$ cat config.mk
export PLATFORM = sky130hd
export DESIGN_NAME = sram_bus_ctrl
export DESIGN_NICKNAME = d
export VERILOG_FILES = /design/src/rtl/sram_bus_pkg.sv /design/src/rtl/sram_rst_sync.sv /design/src/rtl/sram_phase_timer.sv /design/src/rtl/sram_seq_fsm.sv /design/src/rtl/sram_lane_gate.sv /design/src/rtl/sram_bus_ctrl.sv
export SDC_FILE = /design/constraint.sdc
export NUM_CORES = 1
export LEC_CHECK = 0
export ABC_CLOCK_PERIOD_IN_PS = 2400
export BUFFER_PORTS_ARGS = -buffer_cell sky130_fd_sc_hd__buf_2
export CORE_ASPECT_RATIO = 0.7
export CORE_MARGIN = 4
export CORE_UTILIZATION = 45
export DETAILED_ROUTE_END_ITERATION = 7
export PLACE_DENSITY_LB_ADDON = 0.25
export SETUP_SLACK_MARGIN = 0.02
export SYNTH_ARGS = -nofsm -noshare
export SYNTH_HDL_FRONTEND = slang
export SYNTH_HIERARCHICAL = 1
export SYNTH_SLANG_ARGS = --single-unit
$ cat constraint.sdc
create_clock -name clk -period 2.4 [get_ports clk]
set_clock_uncertainty 0.2 [all_clocks]
set_input_delay 0.48 -clock clk [delete_from_list [all_inputs] [get_ports clk]]
set_output_delay 0.48 -clock clk [all_outputs]
set_load 0.005 [all_outputs]
$ cat src/rtl/sram_bus_pkg.sv
package sram_bus_pkg;

  typedef enum logic [2:0] {
    SEQ_IDLE    = 3'd0,
    SEQ_SETTLE  = 3'd1,
    SEQ_WPULSE  = 3'd2,
    SEQ_WEND    = 3'd3,
    SEQ_RWAIT   = 3'd4,
    SEQ_RSAMPLE = 3'd5,
    SEQ_TURN    = 3'd6
  } seq_state_t;

  function automatic int unsigned max4(input int unsigned a, input int unsigned b,
                                       input int unsigned c, input int unsigned d);
    int unsigned m;
    m = a;
    if (b > m) m = b;
    if (c > m) m = c;
    if (d > m) m = d;
    return m;
  endfunction

endpackage

$ cat src/rtl/sram_rst_sync.sv
module sram_rst_sync (
  input  logic clk,
  input  logic rst_n,
  output logic rst_n_sync
);
  logic stage1;

  always_ff @(posedge clk or negedge rst_n) begin
    if (!rst_n) begin
      stage1     <= 1'b0;
      rst_n_sync <= 1'b0;
    end else begin
      stage1     <= 1'b1;
      rst_n_sync <= stage1;
    end
  end
endmodule

$ cat src/rtl/sram_phase_timer.sv
module sram_phase_timer #(
  parameter int CW = 4
) (
  input  logic          clk,
  input  logic          rst_n,
  input  logic          load,
  input  logic [CW-1:0] load_val,
  output logic          expired
);
  logic [CW-1:0] cnt_q;
  logic [CW-1:0] cnt_d;
  logic          cnt_en;

  assign cnt_en = load || (cnt_q != '0);

  always_comb begin
    if (load) cnt_d = load_val;
    else      cnt_d = cnt_q - 1'b1;
  end

  always_ff @(posedge clk or negedge rst_n) begin
    if (!rst_n)      cnt_q <= '0;
    else if (cnt_en) cnt_q <= cnt_d;
  end

  assign expired = (cnt_q == '0);
endmodule

$ cat src/rtl/sram_seq_fsm.sv
module sram_seq_fsm
  import sram_bus_pkg::*;
#(
  parameter int SETUP_CYC  = 1,
  parameter int WPULSE_CYC = 1,
  parameter int RWAIT_CYC  = 1,
  parameter int TURN_CYC   = 1,
  parameter int CW         = 4
) (
  input  logic          clk,
  input  logic          rst_n,
  input  logic          start,
  input  logic          is_write,
  input  logic          tmr_expired,
  output seq_state_t    state_q,
  output seq_state_t    state_d,
  output logic          tmr_load,
  output logic [CW-1:0] tmr_val
);
  localparam logic [CW-1:0] SETUP_LD  = CW'(SETUP_CYC - 1);
  localparam logic [CW-1:0] WPULSE_LD = CW'(WPULSE_CYC - 1);
  localparam logic [CW-1:0] RWAIT_LD  = CW'(RWAIT_CYC - 1);
  localparam logic [CW-1:0] TURN_LD   = CW'(TURN_CYC - 1);

  always_comb begin
    state_d  = state_q;
    tmr_load = 1'b0;
    tmr_val  = '0;
    unique case (state_q)
      SEQ_IDLE: begin
        if (start) begin
          state_d  = SEQ_SETTLE;
          tmr_load = 1'b1;
          tmr_val  = SETUP_LD;
        end
      end
      SEQ_SETTLE: begin
        if (tmr_expired) begin
          tmr_load = 1'b1;
          if (is_write) begin
            state_d = SEQ_WPULSE;
            tmr_val = WPULSE_LD;
          end else begin
            state_d = SEQ_RWAIT;
            tmr_val = RWAIT_LD;
          end
        end
      end
      SEQ_WPULSE:  if (tmr_expired) state_d = SEQ_WEND;
      SEQ_WEND:    state_d = SEQ_IDLE;
      SEQ_RWAIT:   if (tmr_expired) state_d = SEQ_RSAMPLE;
      SEQ_RSAMPLE: begin
        state_d  = SEQ_TURN;
        tmr_load = 1'b1;
        tmr_val  = TURN_LD;
      end
      SEQ_TURN:    if (tmr_expired) state_d = SEQ_IDLE;
      default:     state_d = SEQ_IDLE;
    endcase
  end

  always_ff @(posedge clk or negedge rst_n) begin
    if (!rst_n) state_q <= SEQ_IDLE;
    else        state_q <= state_d;
  end
endmodule

$ cat src/rtl/sram_lane_gate.sv
module sram_lane_gate #(
  parameter int LANES = 2
) (
  input  logic               lanes_on,
  input  logic [LANES-1:0]   mask,
  input  logic [8*LANES-1:0] din,
  output logic [LANES-1:0]   be_n_d,
  output logic [8*LANES-1:0] dmasked
);
  for (genvar g = 0; g < LANES; g++) begin : g_lane
    assign be_n_d[g]       = ~(lanes_on & mask[g]);
    assign dmasked[8*g +: 8] = mask[g] ? din[8*g +: 8] : 8'h00;
  end
endmodule

$ cat src/rtl/sram_bus_ctrl.sv
module sram_bus_ctrl
  import sram_bus_pkg::*;
#(
  parameter int AW         = 20,
  parameter int DW         = 16,
  parameter int SETUP_CYC  = 1,
  parameter int WPULSE_CYC = 1,
  parameter int RWAIT_CYC  = 1,
  parameter int TURN_CYC   = 1
) (
  input  logic              clk,
  input  logic              rst_n,
  input  logic              req_valid,
  output logic              req_ready,
  input  logic              req_write,
  input  logic [AW-1:0]     req_addr,
  input  logic [DW/8-1:0]   req_mask,
  input  logic [DW-1:0]     req_wdata,
  output logic              rdata_valid,
  output logic [DW-1:0]     rdata,
  output logic [AW-1:0]     ram_addr,
  output logic              ram_ce_n,
  output logic              ram_we_n,
  output logic              ram_oe_n,
  output logic [DW/8-1:0]   ram_be_n,
  output logic [DW-1:0]     ram_dq_out,
  output logic              ram_dq_oe,
  input  logic [DW-1:0]     ram_dq_in
);
  localparam int LANES   = DW / 8;
  localparam int MAX_CYC = int'(max4(SETUP_CYC, WPULSE_CYC, RWAIT_CYC, TURN_CYC));
  localparam int CW      = (MAX_CYC < 2) ? 1 : $clog2(MAX_CYC);

  logic              rst_n_s;
  seq_state_t        state_q, state_d;
  logic              tmr_load, tmr_expired;
  logic [CW-1:0]     tmr_val;
  logic              accept;
  logic              wr_q;
  logic [LANES-1:0]  mask_q;
  logic              lanes_on_d, ce_n_d, we_n_d, oe_n_d, dq_oe_d;
  logic [LANES-1:0]  be_n_d;
  logic [DW-1:0]     din_masked;
  logic              capture;

  sram_rst_sync u_rst (
    .clk        (clk),
    .rst_n      (rst_n),
    .rst_n_sync (rst_n_s)
  );

  assign req_ready = (state_q == SEQ_IDLE);
  assign accept    = req_valid & req_ready;

  sram_seq_fsm #(
    .SETUP_CYC  (SETUP_CYC),
    .WPULSE_CYC (WPULSE_CYC),
    .RWAIT_CYC  (RWAIT_CYC),
    .TURN_CYC   (TURN_CYC),
    .CW         (CW)
  ) u_fsm (
    .clk         (clk),
    .rst_n       (rst_n_s),
    .start       (accept),
    .is_write    (wr_q),
    .tmr_expired (tmr_expired),
    .state_q     (state_q),
    .state_d     (state_d),
    .tmr_load    (tmr_load),
    .tmr_val     (tmr_val)
  );

  sram_phase_timer #(.CW(CW)) u_tmr (
    .clk      (clk),
    .rst_n    (rst_n_s),
    .load     (tmr_load),
    .load_val (tmr_val),
    .expired  (tmr_expired)
  );

  // Request capture: the address moves only on the accepting edge,
  // and every strobe is high on both sides of that edge.
  always_ff @(posedge clk or negedge rst_n_s) begin
    if (!rst_n_s) begin
      ram_addr   <= '0;
      wr_q       <= 1'b0;
      mask_q     <= '0;
      ram_dq_out <= '0;
    end else if (accept) begin
      ram_addr   <= req_addr;
      wr_q       <= req_write;
      mask_q     <= req_mask;
      ram_dq_out <= req_wdata;
    end
  end

  // Pin values decoded from the next state, then registered.
  always_comb begin
    lanes_on_d = (state_d == SEQ_WPULSE) || (state_d == SEQ_RWAIT) ||
                 (state_d == SEQ_RSAMPLE);
    ce_n_d     = ~lanes_on_d;
    we_n_d     = ~(state_d == SEQ_WPULSE);
    oe_n_d     = ~((state_d == SEQ_RWAIT) || (state_d == SEQ_RSAMPLE));
    dq_oe_d    = (state_d == SEQ_WPULSE) || (state_d == SEQ_WEND);
  end

  sram_lane_gate #(.LANES(LANES)) u_lanes (
    .lanes_on (lanes_on_d),
    .mask     (mask_q),
    .din      (ram_dq_in),
    .be_n_d   (be_n_d),
    .dmasked  (din_masked)
  );

  always_ff @(posedge clk or negedge rst_n_s) begin
    if (!rst_n_s) begin
      ram_ce_n  <= 1'b1;
      ram_we_n  <= 1'b1;
      ram_oe_n  <= 1'b1;
      ram_be_n  <= '1;
      ram_dq_oe <= 1'b0;
    end else begin
      ram_ce_n  <= ce_n_d;
      ram_we_n  <= we_n_d;
      ram_oe_n  <= oe_n_d;
      ram_be_n  <= be_n_d;
      ram_dq_oe <= dq_oe_d;
    end
  end

  assign capture = (state_q == SEQ_RSAMPLE);

  always_ff @(posedge clk or negedge rst_n_s) begin
    if (!rst_n_s) begin
      rdata_valid <= 1'b0;
    end else begin
      rdata_valid <= capture;
    end
  end

  always_ff @(posedge clk or negedge rst_n_s) begin
    if (!rst_n_s)     rdata <= '0;
    else if (capture) rdata <= din_masked;
  end
endmodule

# --- Word-level counts from Yosys, hierarchy flattened ---
# Cells that the tools add are included.
totals:
  out_inout_bits: 60
  wordCells: 52
  regBits: 68
  input_bits: 58
op_classes:
  mux: 13
  addsub: 1
  eq_ne: 9
  n_reduce_logical: 6
  bitwise: 8
op_table:
  columns: ["op", "count"]
  rows:
  - ["$mux W3", 6]
  - ["$pmux W3 S6", 1]
  - ["$mux W8", 2]
  - ["$eq A3 B3 Y1 const B", 5]
  - ["$eq A3 B2 Y1 const B", 3]
  - ["$logic_or A1 B1 Y1", 5]
  - ["$not A1 Y1", 5]
  - ["$and A1 B1 Y1", 3]
  - ["$eq A3 B1 Y1 const B", 1]
  - ["$logic_not A3 Y1", 1]
  - ["$mux W1", 3]
  - ["$pmux W1 S3", 1]
  - ["$sub A1 B1 Y1 const B", 1]

# --- Longest topological paths before layout ---
logic_depth:
  word_depth: 9
  ltp_mapped: 7
  ltp_nobuf: 6

# --- Modules after synthesis ---
# Netlist, hierarchy kept.
by_module_without_submodules:
  columns: ["module", "area_each_um2", "instances", "cells_per_inst"]
  rows:
  - ["sram_bus_ctrl", 2304.7, 1, 131]
  - ["sram_seq_fsm", 201.4, 1, 20]
  - ["sram_lane_gate", 107.6, 1, 18]
  - ["sram_rst_sync", 53.8, 1, 3]
  - ["sram_phase_timer", 35.0, 1, 3]

# --- Worst setup path after synthesis ---
# No wires, ideal clock.
synth_timing:
  path_type: "input to register"
  from: "input req_valid"
  to: "register ram_ce_n"
  setup_ps: 77
  path_stages: 6
  setup_slack_ps: 166
  arrival_ps: 1956
  required_time_ps: 2123
  path_cell_list: "nor4b_4 -> buf_6 -> mux2_4 -> a211o_1 -> or3b_2 -> and2_1"
synth_between:
  elab_chain_cells: 7
  elab_cells_between_ends: 9
  cone_classes: "3 x eq/ne; 2 x mux; 2 x bitwise; 2 x reduce/logical"
synth_lines:
  columns: ["element", "line_no", "source"]
  rows:
  - ["start, declared", "sram_bus_ctrl.sv:13", "input logic req_valid,"]
  - ["$and A1 B1 Y1 (*)", "sram_bus_ctrl.sv:53", "assign accept = req_valid & req_ready;"]
  - ["net accept", "sram_bus_ctrl.sv:38", "logic accept;"]
  - ["$mux W3 (*)", "sram_seq_fsm.sv:31", "if (start) begin"]
  - ["$pmux W3 S6 (*)", "sram_seq_fsm.sv:29", "unique case (state_q)"]
  - ["net state_d[0]", "sram_bus_ctrl.sv:35", "seq_state_t state_q, state_d;"]
  - ["$eq A3 B2 Y1 / $eq A3 B3 Y1 (equally long branches)", "sram_bus_ctrl.sv:99", "lanes_on_d = (state_d == SEQ_WPULSE) || (state_d == SEQ_RWAIT) ||"]
  - ["$logic_or A1 B1 Y1", "sram_bus_ctrl.sv:99", null]
  - ["$logic_or A1 B1 Y1 (*)", "sram_bus_ctrl.sv:99", null]
  - ["$not A1 Y1 (*)", "sram_bus_ctrl.sv:101", "ce_n_d = ~lanes_on_d;"]
  - ["net ce_n_d", "sram_bus_ctrl.sv:41", "logic lanes_on_d, ce_n_d, we_n_d, oe_n_d, dq_oe_d;"]
  - ["end signal, assigned", "sram_bus_ctrl.sv:123", "ram_ce_n <= ce_n_d;"]
  - ["end, declared", "sram_bus_ctrl.sv:22", "output logic ram_ce_n,"]
# Mark *: on every way through the listed nets, which the timed path passes. The rest lies on a longest branch.
# A chain may end at the register's enable or synchronous reset.

# --- Final worst setup path ---
layout_timing:
  from: "register u_fsm.state_q[0]"
  to: "register ram_be_n[0]"
layout_between:
  elab_chain_cells: 9
  elab_cells_between_ends: 20
  cone_classes: "8 x eq/ne; 6 x mux; 3 x bitwise; 3 x reduce/logical"
layout_lines:
  columns: ["element", "line_no", "source"]
  rows:
  - ["start, declared", "sram_seq_fsm.sv:15", "output seq_state_t state_q,"]
  - ["start signal, assigned", "sram_seq_fsm.sv:64", "else state_q <= state_d;"]
  - ["$logic_not A3 Y1", "sram_seq_fsm.sv:29, sram_bus_ctrl.sv:52", null]
  - ["$and A1 B1 Y1", "sram_bus_ctrl.sv:53", null]
  - ["$mux W3", "sram_seq_fsm.sv:31", null]
  - ["$pmux W3 S6 (*)", "sram_seq_fsm.sv:29", null]
  - ["net state_d[0]", "sram_bus_ctrl.sv:35", null]
  - ["$eq A3 B2 Y1 / $eq A3 B3 Y1 (equally long branches)", "sram_bus_ctrl.sv:99", null]
  - ["$logic_or A1 B1 Y1", "sram_bus_ctrl.sv:99", null]
  - ["$logic_or A1 B1 Y1 (*)", "sram_bus_ctrl.sv:99", null]
  - ["net lanes_on_d", "sram_bus_ctrl.sv:41", null]
  - ["$and A1 B1 Y1 (*)", "sram_lane_gate.sv:11", "assign be_n_d[g] = ~(lanes_on & mask[g]);"]
  - ["$not A1 Y1 (*)", "sram_lane_gate.sv:11", null]
  - ["net be_n_d[0]", "sram_bus_ctrl.sv:42", "logic [LANES-1:0] be_n_d;"]
  - ["end signal, assigned", "sram_bus_ctrl.sv:126", "ram_be_n <= be_n_d;"]
  - ["end, declared", "sram_bus_ctrl.sv:25", "output logic [DW/8-1:0] ram_be_n,"]
# Marked as above.

==> results_dict.tcl <==
set metrics [dict create \
    drt-total-wl_mm 5.426 \
    synth-simple-area-share_pct 8.565 \
    grt_max_degree 54 \
    whs_ns 0.07201 \
    power.density_nw_per_um2 1293 \
    combinationalPowerShare_pct 34.3 \
    hold_class "reg2async" \
    reg2reg_depth 6 \
    internal_power_uw 3325 \
    start_util_pct 46.72 \
    syn_to_final_growth_pct 33.84 \
    path_class "reg2reg" \
    clk_path_buf_depth 2 \
    syn-cell-area_um2 2703 \
    synth_fa_ha_area_share_pct 0 \
    clkPwrFrac_pct 23.5 \
    finalHoldViolCount 0 \
    tightest_slew_ns 0.5993 \
    clock_latency_ns 0.33 \
    num_vias 1752 \
    critPathCapture "ram_be_n[0]" \
    ant_nets 0 \
    p_sw_uw 1351 \
    fin_cells 382 \
    std_cell_rows 23 \
    utilization_pct 62.54 \
    clkTransAtPathRegs_ns 0.07 \
    final_max_slew_viol_count 0 \
    htree_levels 3 \
    core_area_um2 5784 \
    cellLeakagePower_uw 0.001804 \
    ys_ff_latch 68 \
    drv_cap 0 \
    overflow 0 \
    power.total_uw 4675 \
    die_y_um 72.84 \
    synth_mux_area_share_pct 23.47 \
    cts_tree "built" \
    finalNetCount 360 \
    rsz0062_at_grt "false" \
    cp_data_arrival_time_ns 2.21 \
    synth-compound-area-share_pct 1.991 \
    dr.pass1.iters 3 \
    setup_violations 0 \
    status "completed" \
    drt_iter0_markers 48 \
    cts_root_buffer "clkbuf_8" \
    fin_crit_ns 2.164 \
    diodes 0 \
    dieArea_um2 7330 \
    maxSlewHeadroom_pct 59.92 \
    end_kind "flop" \
    post_drt_via_cell_ratio 4.586 \
    ys_types 27 \
    grt_pass1_vias 1882 \
    cp-start-kind "flop" \
    synth_top_family_by_area "multiplexers" \
    gp_congestion 0.7437 \
    reg2reg_slack_ns 0.24 \
    cts_resized 0 \
    synth_xor_xnor_area_share_pct 0 \
    timing.rr.end "ram_be_n[0]" \
    dpl.hpwl_mm 3.893 \
    route.detailed.drc 0 \
    track_usage_pct 15.99 \
    dp.cells 364 \
    required_ns 2.45 \
    die_w_um 100.6 \
    pwr-share-seq_pct 42.2 \
    tns_ns 0 \
    avgSynthCellArea_um2 15.44 \
    grt_pass1_wl_mm 8.928 \
    p_sw_share_pct 28.89 \
    syn_inst 175 \
    io_pins 118 \
    grt_antenna_before_repair 0 \
    wl_per_cell_um 14.20 \
    numCtsBuffers 9 \
    peakVddDrop_uv 552.4 \
    reg2reg_from "u_fsm/state_q[0]" \
    crit_fanout 11 \
    synth_seq_area_share_pct 63.19 \
    fin_crit_sh_pct 90.17 \
    cts_num_sinks 68 \
    yosysWarnings 6 \
    portBuffers 117 \
    layout-drive-gt1-share_pct 65.47 \
    startpoint "u_fsm/state_q[0]" \
    syn_nets 233 \
    fmax_mhz 462.1 \
]
==> cells in the mapped netlist <==
cell type | instances | area share, %
conb_1 | 2 | 0.28
and4bb_2 | 1 | 0.46
mux2_1 | 2 | 0.83
dfstp_2 | 5 | 4.9
and2_1 | 18 | 4.2
a21bo_2 | 1 | 0.37
a211o_1 | 1 | 0.32
mux2_4 | 1 | 0.56
nor4b_4 | 1 | 0.88
o2bb2ai_1 | 1 | 0.32
buf_4 | 2 | 0.56
inv_1 | 2 | 0.28
o22ai_1 | 1 | 0.23
nor2_1 | 1 | 0.14
or3b_2 | 1 | 0.32
nand3b_2 | 1 | 0.42
nor4b_1 | 1 | 0.32
or3b_1 | 1 | 0.32
a21oi_1 | 2 | 0.37
o21ai_0 | 2 | 0.37
dfrtp_1 | 63 | 58
mux2_2 | 53 | 22
nand2_1 | 3 | 0.42
buf_6 | 4 | 1.7
nor2b_1 | 1 | 0.23
nor3_1 | 1 | 0.19
nand2b_1 | 3 | 0.69
==> flip-flops by register name (all words and copies together), names as in the netlist, 2 cells and up <==
| signal | count |
|---|---|
| ram_addr | 20 |
| ram_dq_out | 16 |
| rdata | 16 |
| u_fsm/state_q | 3 |
| mask_q | 2 |
| ram_be_n | 2 |
==> power by group through the flow <==
stage | registers [µW] | logic [µW] | clock network, µW
6_report | 1970 | 1600 | 1100
5_1_grt | 2050 | 1790 | 1190
4_1_cts | 1980 | 1650 | 1130
3_5_place_dp | 2000 | 1640 | 0
3_3_place_gp | 1980 | 1590 | 0
2_1_floorplan | 2040 | 915 | 0
==> layer usage <==
metal / up-vias / part of all wire [%] / GRT usage, %
met5: - / 0 / 0
met4: 0 / 1.0 / 5.979
met3: 6 / 11 / 7.450
met2: 72 / 46 / 24.87
met1: 815 / 42 / 19.57
li1: 859 / - / -
==> logic make-up after synthesis <==
kind of cell           after synthesis
AO/OA/AOI/OAI                        8
flip-flops                          68
other                                2
multiplexers                        56
AND/OR/NAND/NOR                     33
buffers and inverters                8
==> worst min-delay path by stage <==
stage	cells past startpoint	slack (ns)	endpoint	from
6_report	1	0.07	ram_addr[0]	u_rst/rst_n_sync
5_1_grt	1	0.11	ram_addr[18]	u_rst/rst_n_sync
4_1_cts	1	0.08	ram_addr[18]	u_rst/rst_n_sync
3_5_place_dp	0	-0.02	ram_addr[17]	u_rst/rst_n_sync
3_3_place_gp	0	-0.03	ram_addr[17]	u_rst/rst_n_sync
2_1_floorplan	0	-0.02	u_rst/rst_n_sync	rst_n
==> metrics by stage <==
step	area [µm²]	worst slack, ns
2_1_floorplan	2703	0.1663
3_3_place_gp	3358	0.1986
3_5_place_dp	3358	0.1618
4_1_cts	3617	0.2248
5_1_grt	3617	0.1282
6_report	3617	0.2359
==> critical path, cell delays in order, from the launching register on <==
cell and delay (ns):
dfrtp_1 0.56, nor4b_4 0.08, mux2_4 0.28, a211o_1 0.30, or3b_2 0.50, nand2_1 0.10
nand2_1 0.06
==> cells in the final DEF, fill, tap and decap left out, drive strengths merged <==
master       count
o2bb2ai          1
clkbuf           9
nor2             1
a211o            1
bufinv           3
nor4b            2
and2            18
a21oi            2
conb             2
clkinv           2
nand3b           1
or3b             2
mux2            56
inv              2
nor3             1
buf            120
nor2b            1
dlygate4sd3      2
nand2            3
dfrtp           63
dfstp            5
o21ai            2
nand2b           3
a21bo            1
and4bb           1
o22ai            1
clkinvlp         2
==> layout make-up <==
cell class	instances	area, µm²
clock buffer	9	123.9
timing repair buffer	122	640.6
inverter	2	7.507
multi-input combinational	99	927.1
clock inverter	7	115.1
tap	75	93.84
fill	466	2167
sequential	68	1709
==> repair_timing <==
action                                 in CTS  in global routing
setup endpoints to repair                   0                  0
endpoints found under the hold margin      15                  0
hold buffers                                2                  0
buffers inserted                            0                  0
Power figures use the tool's default switching activity.
